==> config.mk <==
export PLATFORM = sky130hd
export DESIGN_NAME = ldm_crack_seq
export DESIGN_NICKNAME = d
export VERILOG_FILES = /design/src/rtl/ldm_crack_pkg.sv /design/src/rtl/ldm_popcount.sv /design/src/rtl/ldm_mode_decode.sv /design/src/rtl/ldm_lowbit_pick.sv /design/src/rtl/ldm_crack_seq.sv
export SDC_FILE = /design/constraint.sdc
export NUM_CORES = 1
export LEC_CHECK = 0
export ABC_AREA = 1
export BUFFER_PORTS_ARGS = -buffer_cell sky130_fd_sc_hd__buf_2
export CORE_MARGIN = 3
export CORE_UTILIZATION = 56
export CTS_CLUSTER_DIAMETER = 40
export CTS_CLUSTER_SIZE = 14
export DETAILED_ROUTE_END_ITERATION = 7
export PLACE_DENSITY_LB_ADDON = 0.12
export RECOVER_POWER = 100
export SETUP_SLACK_MARGIN = 0.2
export SLEW_MARGIN = 20
export SYNTH_ARGS = -nofsm -noshare
export SYNTH_HDL_FRONTEND = slang
export SYNTH_SLANG_ARGS = --single-unit
==> constraint.sdc <==
create_clock -name clk -period 7.1 [get_ports clk]
set_input_delay 1.065 -clock clk [delete_from_list [all_inputs] [get_ports clk]]
set_output_delay 1.065 -clock clk [all_outputs]
set_load 0.1 [all_outputs]
==> src/rtl/ldm_crack_pkg.sv <==
package ldm_crack_pkg;

    typedef enum logic [1:0] {
        UOP_COPY = 2'd0,
        UOP_XFER = 2'd1,
        UOP_ADD  = 2'd2,
        UOP_SUB  = 2'd3
    } uop_kind_e;

    localparam logic [4:0] MODE_DA_L   = 5'h01;
    localparam logic [4:0] MODE_DA_WL  = 5'h03;
    localparam logic [4:0] MODE_IA_U   = 5'h08;
    localparam logic [4:0] MODE_IA_UL  = 5'h09;
    localparam logic [4:0] MODE_IA_UWL = 5'h0B;
    localparam logic [4:0] MODE_DB_L   = 5'h11;
    localparam logic [4:0] MODE_DB_W   = 5'h12;
    localparam logic [4:0] MODE_IB_U   = 5'h18;
    localparam logic [4:0] MODE_IB_UL  = 5'h19;

    localparam logic [31:0] WB_OPCODE = 32'h0240_0000;

endpackage

==> src/rtl/ldm_popcount.sv <==
module ldm_popcount #(
    parameter int W     = 16,
    localparam int CW   = $clog2(W + 1)
) (
    input  logic [W-1:0]  vec_i,
    output logic [CW-1:0] cnt_o
);
    always_comb begin
        cnt_o = '0;
        for (int i = 0; i < W; i++) begin
            cnt_o = cnt_o + CW'(vec_i[i]);
        end
    end
endmodule

==> src/rtl/ldm_mode_decode.sv <==
module ldm_mode_decode
    import ldm_crack_pkg::*;
#(
    parameter int CW    = 5,
    parameter int OFS_W = 8
) (
    input  logic [4:0]       mode_i,
    input  logic [CW-1:0]    cnt_i,
    output logic             ok_o,
    output logic [OFS_W-1:0] start_ofs_o
);
    logic [OFS_W-1:0] span;

    always_comb begin
        span        = OFS_W'({cnt_i, 2'b00});
        ok_o        = 1'b1;
        start_ofs_o = '0;
        case (mode_i)
            MODE_DA_L, MODE_DA_WL:              start_ofs_o = span - OFS_W'(4);
            MODE_IA_U, MODE_IA_UL, MODE_IA_UWL: start_ofs_o = '0;
            MODE_DB_L, MODE_DB_W:               start_ofs_o = span;
            MODE_IB_U, MODE_IB_UL:              start_ofs_o = OFS_W'(4);
            default:                            ok_o        = 1'b0;
        endcase
    end
endmodule

==> src/rtl/ldm_lowbit_pick.sv <==
module ldm_lowbit_pick #(
    parameter int W     = 16,
    localparam int IW   = $clog2(W)
) (
    input  logic [W-1:0]  vec_i,
    output logic          any_o,
    output logic [IW-1:0] idx_o,
    output logic [W-1:0]  rest_o
);
    always_comb begin
        idx_o = '0;
        for (int i = W - 1; i >= 0; i--) begin
            if (vec_i[i]) idx_o = IW'(i);
        end
        any_o         = |vec_i;
        rest_o        = vec_i;
        rest_o[idx_o] = 1'b0;
    end
endmodule

==> src/rtl/ldm_crack_seq.sv <==
module ldm_crack_seq
    import ldm_crack_pkg::*;
#(
    parameter int LIST_W = 16,
    parameter int OFS_W  = 8
) (
    input  logic             clk,
    input  logic             rst_n,
    input  logic             start_i,
    input  logic [31:0]      instr_i,
    input  logic             uop_ready_i,
    output logic             uop_valid_o,
    output logic [1:0]       uop_kind_o,
    output logic [3:0]       uop_reg_o,
    output logic [OFS_W-1:0] uop_ofs_o,
    output logic [31:0]      uop_word_o,
    output logic             uop_load_o,
    output logic             uop_last_o,
    output logic             err_o
);
    localparam int CW = $clog2(LIST_W + 1);
    localparam int IW = $clog2(LIST_W);

    typedef struct packed {
        logic              valid;
        uop_kind_e         kind;
        logic [3:0]        rreg;
        logic [OFS_W-1:0]  ofs;
        logic [31:0]       word;
        logic              last;
        logic [LIST_W-1:0] list;
        logic [OFS_W-1:0]  nofs;
        logic              up;
        logic              load;
        logic              wb;
        logic [3:0]        base;
        logic [3:0]        cond;
        logic [7:0]        span;
        logic              err;
    } seq_t;

    seq_t s_d, s_q;

    logic [CW-1:0]     in_cnt;
    logic              mode_ok;
    logic [OFS_W-1:0]  mode_ofs;
    logic              pk_any;
    logic [IW-1:0]     pk_idx;
    logic [LIST_W-1:0] pk_rest;
    logic              accept;
    logic              fire;

    ldm_popcount #(.W(LIST_W)) u_pop (
        .vec_i (instr_i[LIST_W-1:0]),
        .cnt_o (in_cnt)
    );

    ldm_mode_decode #(.CW(CW), .OFS_W(OFS_W)) u_mode (
        .mode_i      (instr_i[24:20]),
        .cnt_i       (in_cnt),
        .ok_o        (mode_ok),
        .start_ofs_o (mode_ofs)
    );

    ldm_lowbit_pick #(.W(LIST_W)) u_pick (
        .vec_i  (s_q.list),
        .any_o  (pk_any),
        .idx_o  (pk_idx),
        .rest_o (pk_rest)
    );

    assign accept = start_i && !s_q.valid;
    assign fire   = s_q.valid && uop_ready_i;

    always_comb begin
        s_d = s_q;
        if (accept) begin
            s_d.err = !mode_ok;
            if (mode_ok) begin
                s_d.valid = 1'b1;
                s_d.kind  = UOP_COPY;
                s_d.rreg  = instr_i[19:16];
                s_d.ofs   = '0;
                s_d.word  = {instr_i[31:16], 16'h0000};
                s_d.list  = instr_i[LIST_W-1:0];
                s_d.last  = (instr_i[LIST_W-1:0] == '0) && !instr_i[21];
                s_d.nofs  = mode_ofs;
                s_d.up    = instr_i[23];
                s_d.wb    = instr_i[21];
                s_d.load  = instr_i[20];
                s_d.base  = instr_i[19:16];
                s_d.cond  = instr_i[31:28];
                s_d.span  = 8'({in_cnt, 2'b00});
            end else begin
                s_d.valid = 1'b0;
            end
        end else if (fire) begin
            if (s_q.last) begin
                s_d.valid = 1'b0;
            end else if (pk_any) begin
                s_d.kind = UOP_XFER;
                s_d.rreg = 4'(pk_idx);
                s_d.ofs  = s_q.nofs;
                s_d.nofs = s_q.up ? s_q.nofs + OFS_W'(4) : s_q.nofs - OFS_W'(4);
                s_d.word = '0;
                s_d.list = pk_rest;
                s_d.last = (pk_rest == '0) && !s_q.wb;
            end else begin
                s_d.kind = s_q.up ? UOP_ADD : UOP_SUB;
                s_d.rreg = s_q.base;
                s_d.ofs  = '0;
                s_d.word = {s_q.cond, 28'h0} | WB_OPCODE
                         | {12'h0, s_q.base, s_q.base, 4'h0, s_q.span};
                s_d.last = 1'b1;
            end
        end
    end

    always_ff @(posedge clk) begin
        if (!rst_n) begin
            s_q <= '0;
        end else begin
            s_q <= s_d;
        end
    end

    assign uop_valid_o = s_q.valid;
    assign uop_kind_o  = s_q.kind;
    assign uop_reg_o   = s_q.rreg;
    assign uop_ofs_o   = s_q.ofs;
    assign uop_word_o  = s_q.word;
    assign uop_load_o  = s_q.load;
    assign uop_last_o  = s_q.last;
    assign err_o       = s_q.err;

    // stalled micro-op holds
    a_r10_hold_stalled: assert property (@(posedge clk) disable iff (!rst_n)
        uop_valid_o && !uop_ready_i |=> uop_valid_o && $stable(uop_kind_o)
            && $stable(uop_reg_o) && $stable(uop_ofs_o) && $stable(uop_word_o)
            && $stable(uop_last_o));

    // taking the last micro-op ends the stream
    a_r2_last_ends: assert property (@(posedge clk) disable iff (!rst_n)
        uop_valid_o && uop_ready_i && uop_last_o |=> !uop_valid_o);

    // error state emits nothing
    a_r8_err_silent: assert property (@(posedge clk) disable iff (!rst_n)
        err_o |-> !uop_valid_o);

    // every stream opens with a base copy
    a_r3_first_copy: assert property (@(posedge clk) disable iff (!rst_n)
        $rose(uop_valid_o) |-> uop_kind_o == UOP_COPY && uop_ofs_o == '0);

    // a start seen while busy does not restart the stream
    a_r9_busy_ignore: assert property (@(posedge clk) disable iff (!rst_n)
        uop_valid_o && !uop_ready_i && start_i |=> uop_valid_o && $stable(uop_kind_o)
            && $stable(uop_reg_o));

endmodule

# [After elaboration in Yosys (flattened, before gate mapping)]
# Index checks and enable logic that the tools add are counted.
# W data, S select, Z words.
[classes] add_sub_neg=18 order_cmp=2 n_eq_ne=11 mux=30 bitwise=3 reduce_logical=24
[ops] op="$mux W72" n=2
[ops] op="$mux W90" n=1
[ops] op="$mux W71" n=1
[ops] op="$add A5 B1 Y5" n=14
[ops] op="$mux W4" n=16
[ops] op="$mux W47" n=1
[ops] op="$logic_not A16 Y1" n=2
[ops] op="$or A32 B20 Y32" n=1
[ops] op="$mux W24" n=1
[ops] op="$pmux W8 S3" n=1
[ops] op="$eq A5 B5 Y1 const B" n=4
[ops] op="$and A16 B16 Y16" n=1
[ops] op="$not A16 Y16" n=1
[ops] op="$reduce_or A16 Y1" n=1
[ops] op="$eq A5 B4 Y1 const B" n=3
[ops] op="$reduce_or A9 Y1" n=1
[ops] op="$add A8 B3 Y8 const B" n=1
[ops] op="$mux W8" n=1
[ops] op="$sub A7 B3 Y8 const B" n=1
[ops] op="$sub A8 B3 Y8 const B" n=1
[ops] op="$reduce_and A2 Y1" n=3
[ops] op="$reduce_bool A2 Y1" n=3
[ops] op="$reduce_or A2 Y1" n=3
[ops] op="$eq A5 B1 Y1 const B" n=1
[ops] op="12 further kinds" n=23
[totals] register_bits=89 out_inout_bits=50

# [Logic depth before layout (Yosys ltp)]
[depth] ltp_word=28 mapped_depth=24 depth_no_buf=24

# [By module]
# Synthesis repeated with hierarchy kept, for this count alone.
[unflattened] hier_cells=756 area_unflattened_um2=5198.7
[by_module_without_submodules] module="ldm_crack_seq" n_inst=1 cells_per_inst=544 area_each_um2=4021.4
[by_module_without_submodules] module="ldm_lowbit_pick" n_inst=1 cells_per_inst=107 area_each_um2=504.2
[by_module_without_submodules] module="ldm_popcount" n_inst=1 cells_per_inst=46 area_each_um2=391.6
[by_module_without_submodules] module="ldm_mode_decode" n_inst=1 cells_per_inst=59 area_each_um2=281.5

# [Worst setup path before layout]
# Ideal clock, no wire load.
[synth_path] path_type="in2reg" start="input port instr_i[0]" end="register s_q[26] in the netlist's numbering" setup_ps=95 t_arrival_ps=5144 required_time_ps=7005 path_slack_ps=1861 cell_stages=18 n_path_buf=0 cell_sequence="inv_1 -> ha_1 -> inv_1 -> fa_1 -> fa_1 -> fa_1 -> fa_1 -> fa_1 -> fa_1 -> ha_1 -> inv_1 -> nor2_1 -> nand2_1 -> a21oi_1 -> o21ai_0 -> o21ai_0 -> nand2_1 -> a221oi_1"
[synth_via] elab_chain_cells=19
[synth_lines] element="start, declared" line_no="ldm_crack_seq.sv:10" source="input logic [31:0] instr_i,"
[synth_lines] element="$add A1 B1 Y2 (*)" line_no="ldm_popcount.sv:11" source="cnt_o = cnt_o + CW'(vec_i[i]);"
[synth_lines] element="$add A5 B1 Y5 (*) (14 in series)" line_no="ldm_popcount.sv:11"
[synth_lines] element="$sub A7 B3 Y8" line_no="ldm_mode_decode.sv:19" source="MODE_DA_L, MODE_DA_WL: start_ofs_o = span - OFS_W'(4);"
[synth_lines] element="$pmux W8 S3 (*)" line_no="ldm_mode_decode.sv:18" source="case (mode_i)"
[synth_lines] element="$mux W90 (*)" line_no="ldm_crack_seq.sv:79" source="if (mode_ok) begin"
[synth_lines] element="$mux W72 (*)" line_no="ldm_crack_seq.sv:77" source="if (accept) begin"
[synth_lines] element="end signal, assigned" line_no="ldm_crack_seq.sv:121" source="s_q <= '0;"
[synth_lines] element="end signal, assigned" line_no="ldm_crack_seq.sv:123" source="s_q <= s_d;"
[synth_lines] element="end, declared" line_no="ldm_crack_seq.sv:42" source="seq_t s_d, s_q;"
# Mark *: on every way between the ends. The rest lies on a longest branch, timed or not. The select of a mux whose other input is x is not followed.
# A chain may end at the register's enable or synchronous reset.

# [Worst setup path after layout]
[layout_path] start="input port start_i" end="register s_q[40] in the netlist's numbering"
[layout_via] elab_chain_cells=3
[layout_lines] element="start, declared" line_no="ldm_crack_seq.sv:9" source="input logic start_i,"
[layout_lines] element="$logic_and A1 B1 Y1 (*)" line_no="ldm_crack_seq.sv:72" source="assign accept = start_i && !s_q.valid;"
[layout_lines] element="$ne A2 B2 Y1 (no source line), or another cell as far along"
[layout_lines] element="$reduce_and A4 Y1 (no source line)"
# Mark *: on every way between the ends. The rest lies on a longest branch, timed or not.

==> flow_metrics.env <==
export IMPL_htree_levels=3
export IMPL_ys_types=39
export IMPL_syn_avg_cell_area_um2=7.22
export IMPL_fillers=758
export IMPL_grt_pass1_wl_um=19300
export IMPL_worstHoldStart="uop_ofs_o[1]$_SDFFE_PN0P_"
export IMPL_wire_per_inst_um=14.5
export IMPL_routabilityCongestion=0.902
export IMPL_cts_root_buffer="clkbuf_8"
export IMPL_holdBufCountCts=0
export IMPL_start_util_pct=58.7
export IMPL_dieArea_um2=9390
export IMPL_clock_path_buffers=2
export IMPL_antenna_found_initial=0
export IMPL_p_leak_uw=0.00211
export IMPL_fin_crit_sh_pct=80.9
export IMPL_worst_slew_pin_slew_ns=1.68
export IMPL_startpoint="start_i"
export IMPL_yosys_warnings=0
export IMPL_cts_setup_buffers=0
export IMPL_worstSetupEndpointType="register"
export IMPL_violations="capacitance limit, slew limit"
export IMPL_final_max_slew_viol_count=54
export IMPL_dp_hpwl_um=8350
export IMPL_status="finished, violations left"
export IMPL_netlist_area_um2=4630
export IMPL_grt_usage_pct=24.5
export IMPL_routed_via_density=5.35
export IMPL_dpl_cell_area_um2=4730
export IMPL_drv_cap=1
export IMPL_die_h_um=96.9
export IMPL_crit_arrival_ns=5.89
export IMPL_dp_cells=759
export IMPL_synth_seq_cells=79
export IMPL_port_buffers=78
export IMPL_syn_inst=641
export IMPL_tns_ns=0
export IMPL_power_density_nw_per_um2=287
export IMPL_ir_drop_mv=0.112
export IMPL_critPathRequiredTime_ns=7.24
export IMPL_rows=32
export IMPL_drtIter0Drc=221
export IMPL_drive_above_1_share_pct=10.1
export IMPL_path_clk_slew_ns=0.08
export IMPL_period_minus_slack_ns=5.74
export IMPL_antenna_cells=0
export IMPL_slew_headroom_pct=-12.0
export IMPL_final_nets=727
export IMPL_vias=4145
export IMPL_hold_class="reg -> reg"
export IMPL_setup_worst_path_start_class="input port"
export IMPL_cts_sinks=79
export IMPL_cts_resized=0
export IMPL_critPathMaxFanout=31
export IMPL_cts_buffers=9
export IMPL_final_cells=775
export IMPL_cpMostUsedCell="inv_1"
export IMPL_fmax_mhz=174
export IMPL_setup_ws_ns=1.36
export IMPL_boundaryPins=86
export IMPL_fin_skew_ns=0.0119
export IMPL_grt_pass1_vias=4079
export IMPL_seqCellArea_um2=1580
export IMPL_r2r_start="uop_valid_o$_SDFFE_PN0P_"
export IMPL_synth_seq_area_share_pct=34.2
export IMPL_cpPeakStageDelay_ns=0.95
export IMPL_dp_worst_setup_slack_ns=1.49
export IMPL_die_x_um=96.9
export IMPL_cts_tree="built"
export IMPL_route_detailed_drc=0
export IMPL_area_growth_pct=5.22
export IMPL_ant_nets=0
export IMPL_worstSetupPathType="in -> reg"
export IMPL_grt_overflow=0
export IMPL_finalSetupViolCount=0
export IMPL_grt_max_degree=54
export IMPL_multi_input_comb_area_um2=2310
export IMPL_drt_first_pass_iters=5
export IMPL_clk_latency_ns=0.36
export IMPL_slowest_stage="nor2_1"
export IMPL_design_area_um2=4870
export IMPL_finalHoldViolations=0
export IMPL_core_area_um2=7890
export IMPL_rsz0062_at_grt="false"
export IMPL_worstPathCellList="buf_2 -> inv_1 -> nor2_4 -> nor2_1 -> inv_1 -> nor2_2 -> inv_1 -> nand2_1 -> inv_2 -> a21oi_2 -> inv_2 -> a21oi_1 -> a221oi_1"
export IMPL_totalWireLength_um=11200
## final cells by class
| type | instances | share of cell area (%) |
|---|---|---|
| multi-input combinational | 419 | 47.4 |
| sequential | 79 | 32.5 |
| timing repair buffer | 80 | 7.01 |
| inverter | 79 | 6.09 |
| clock buffer | 11 | 2.70 |
| tap | 102 | 2.62 |
| clock inverter | 5 | 1.67 |
## synth_stat cells, drive strengths merged
cell type	number	area (um^2)
a31oi	8	50.1
xor2	1	8.76
a211oi	6	45.0
a221oi	10	87.6
clkbuf	15	56.3
o21bai	1	7.51
nor3b	1	7.51
o211ai	3	22.5
fa	11	220
nand3	34	175
ha	12	150
o22ai	9	56.3
and3	1	6.26
nor4	3	18.8
o21ai	35	175
inv	78	293
nand2	147	587
o21a	2	15.0
xnor2	4	35.0
dfxtp	79	1580
a21oi	57	293
buf	55	399
clkinv	1	3.75
nand4	11	68.8
conb	1	3.75
nor3	2	10.0
nor2	51	229
a41oi	1	8.76
a22oi	2	15.0
## worst max-delay path: cells and delay by family
family | cells | cell delay (ns)
compound gates | 3 | 1.14
buf+inv | 6 | 1.66
simple gates | 4 | 2.00
## cells by family after synthesis
kind of cell	after synthesis	synth area share (%)
simple gates	250	23.8
buf+inv	149	16.2
compound gates	134	16.8
flops	79	34.2
fa+ha+maj	23	8.00
xor+xnor	5	0.946
other cells	1	0.0810
## placed cells by master, fill, tap and decap left out, drive strengths merged
master	count
xnor2	4
bufinv	2
nand3	34
clkbuf	58
a31oi	8
inv	79
nor3	2
clkinvlp	1
o21ai	35
o21a	2
fa	11
clkinv	2
dfxtp	79
o211ai	3
o22ai	9
conb	7
a211oi	6
a21oi	57
nor4	3
nand2	147
ha	12
nand4	11
nor2	51
a41oi	1
nor3b	1
a221oi	10
o21bai	1
and3	1
xor2	1
a22oi	2
buf	33
## flip-flops by register name (all words and copies together), names as in the netlist
signal,count
uop_word_o,25
s_q,37
err_o,1
uop_last_o,1
uop_reg_o,4
uop_kind_o,2
uop_ofs_o,7
uop_load_o,1
uop_valid_o,1
## power by group
part | total (uW) | leakage, uW | internal [uW] | switching [uW]
clock | 366 | 0.000104 | 199 | 167
combinational | 546 | 0.00136 | 158 | 388
sequential | 487 | 0.000643 | 469 | 17.7
total | 1400 | 0.00211 | 826 | 573
## per-layer routing
metal	up-vias	global-route usage [%]	share of wire, %
li1	2098	-	-
met1	1904	31.1	45
met2	121	40.8	47
met3	22	4.47	5.5
met4	0	10.5	3.0
met5	-	0	0
## final timing paths
check / endpoint / slack, ns / depth (start not counted)
setup / recovery: s_q[40]$_SDFFE_PN0P_ / 1.36 / 13
hold / removal: uop_ofs_o[1]$_SDFFE_PN0P_ / 0.44 / 2
setup reg to reg: s_q[40]$_SDFFE_PN0P_ / 1.80 / 11
hold reg to reg: uop_ofs_o[1]$_SDFFE_PN0P_ / 0.44 / 2
## stage by stage
stage	utilization, %	hold WS, ns	total power (uW)
floorplan	-	0.429	949
global placement	60.0	0.429	1020
detailed placement	60.0	0.433	1040
CTS	62.7	0.444	1410
global route	61.8	0.479	1490
finish	61.8	0.444	1400
No activity file was read; power rests on OpenSTA's default activity.
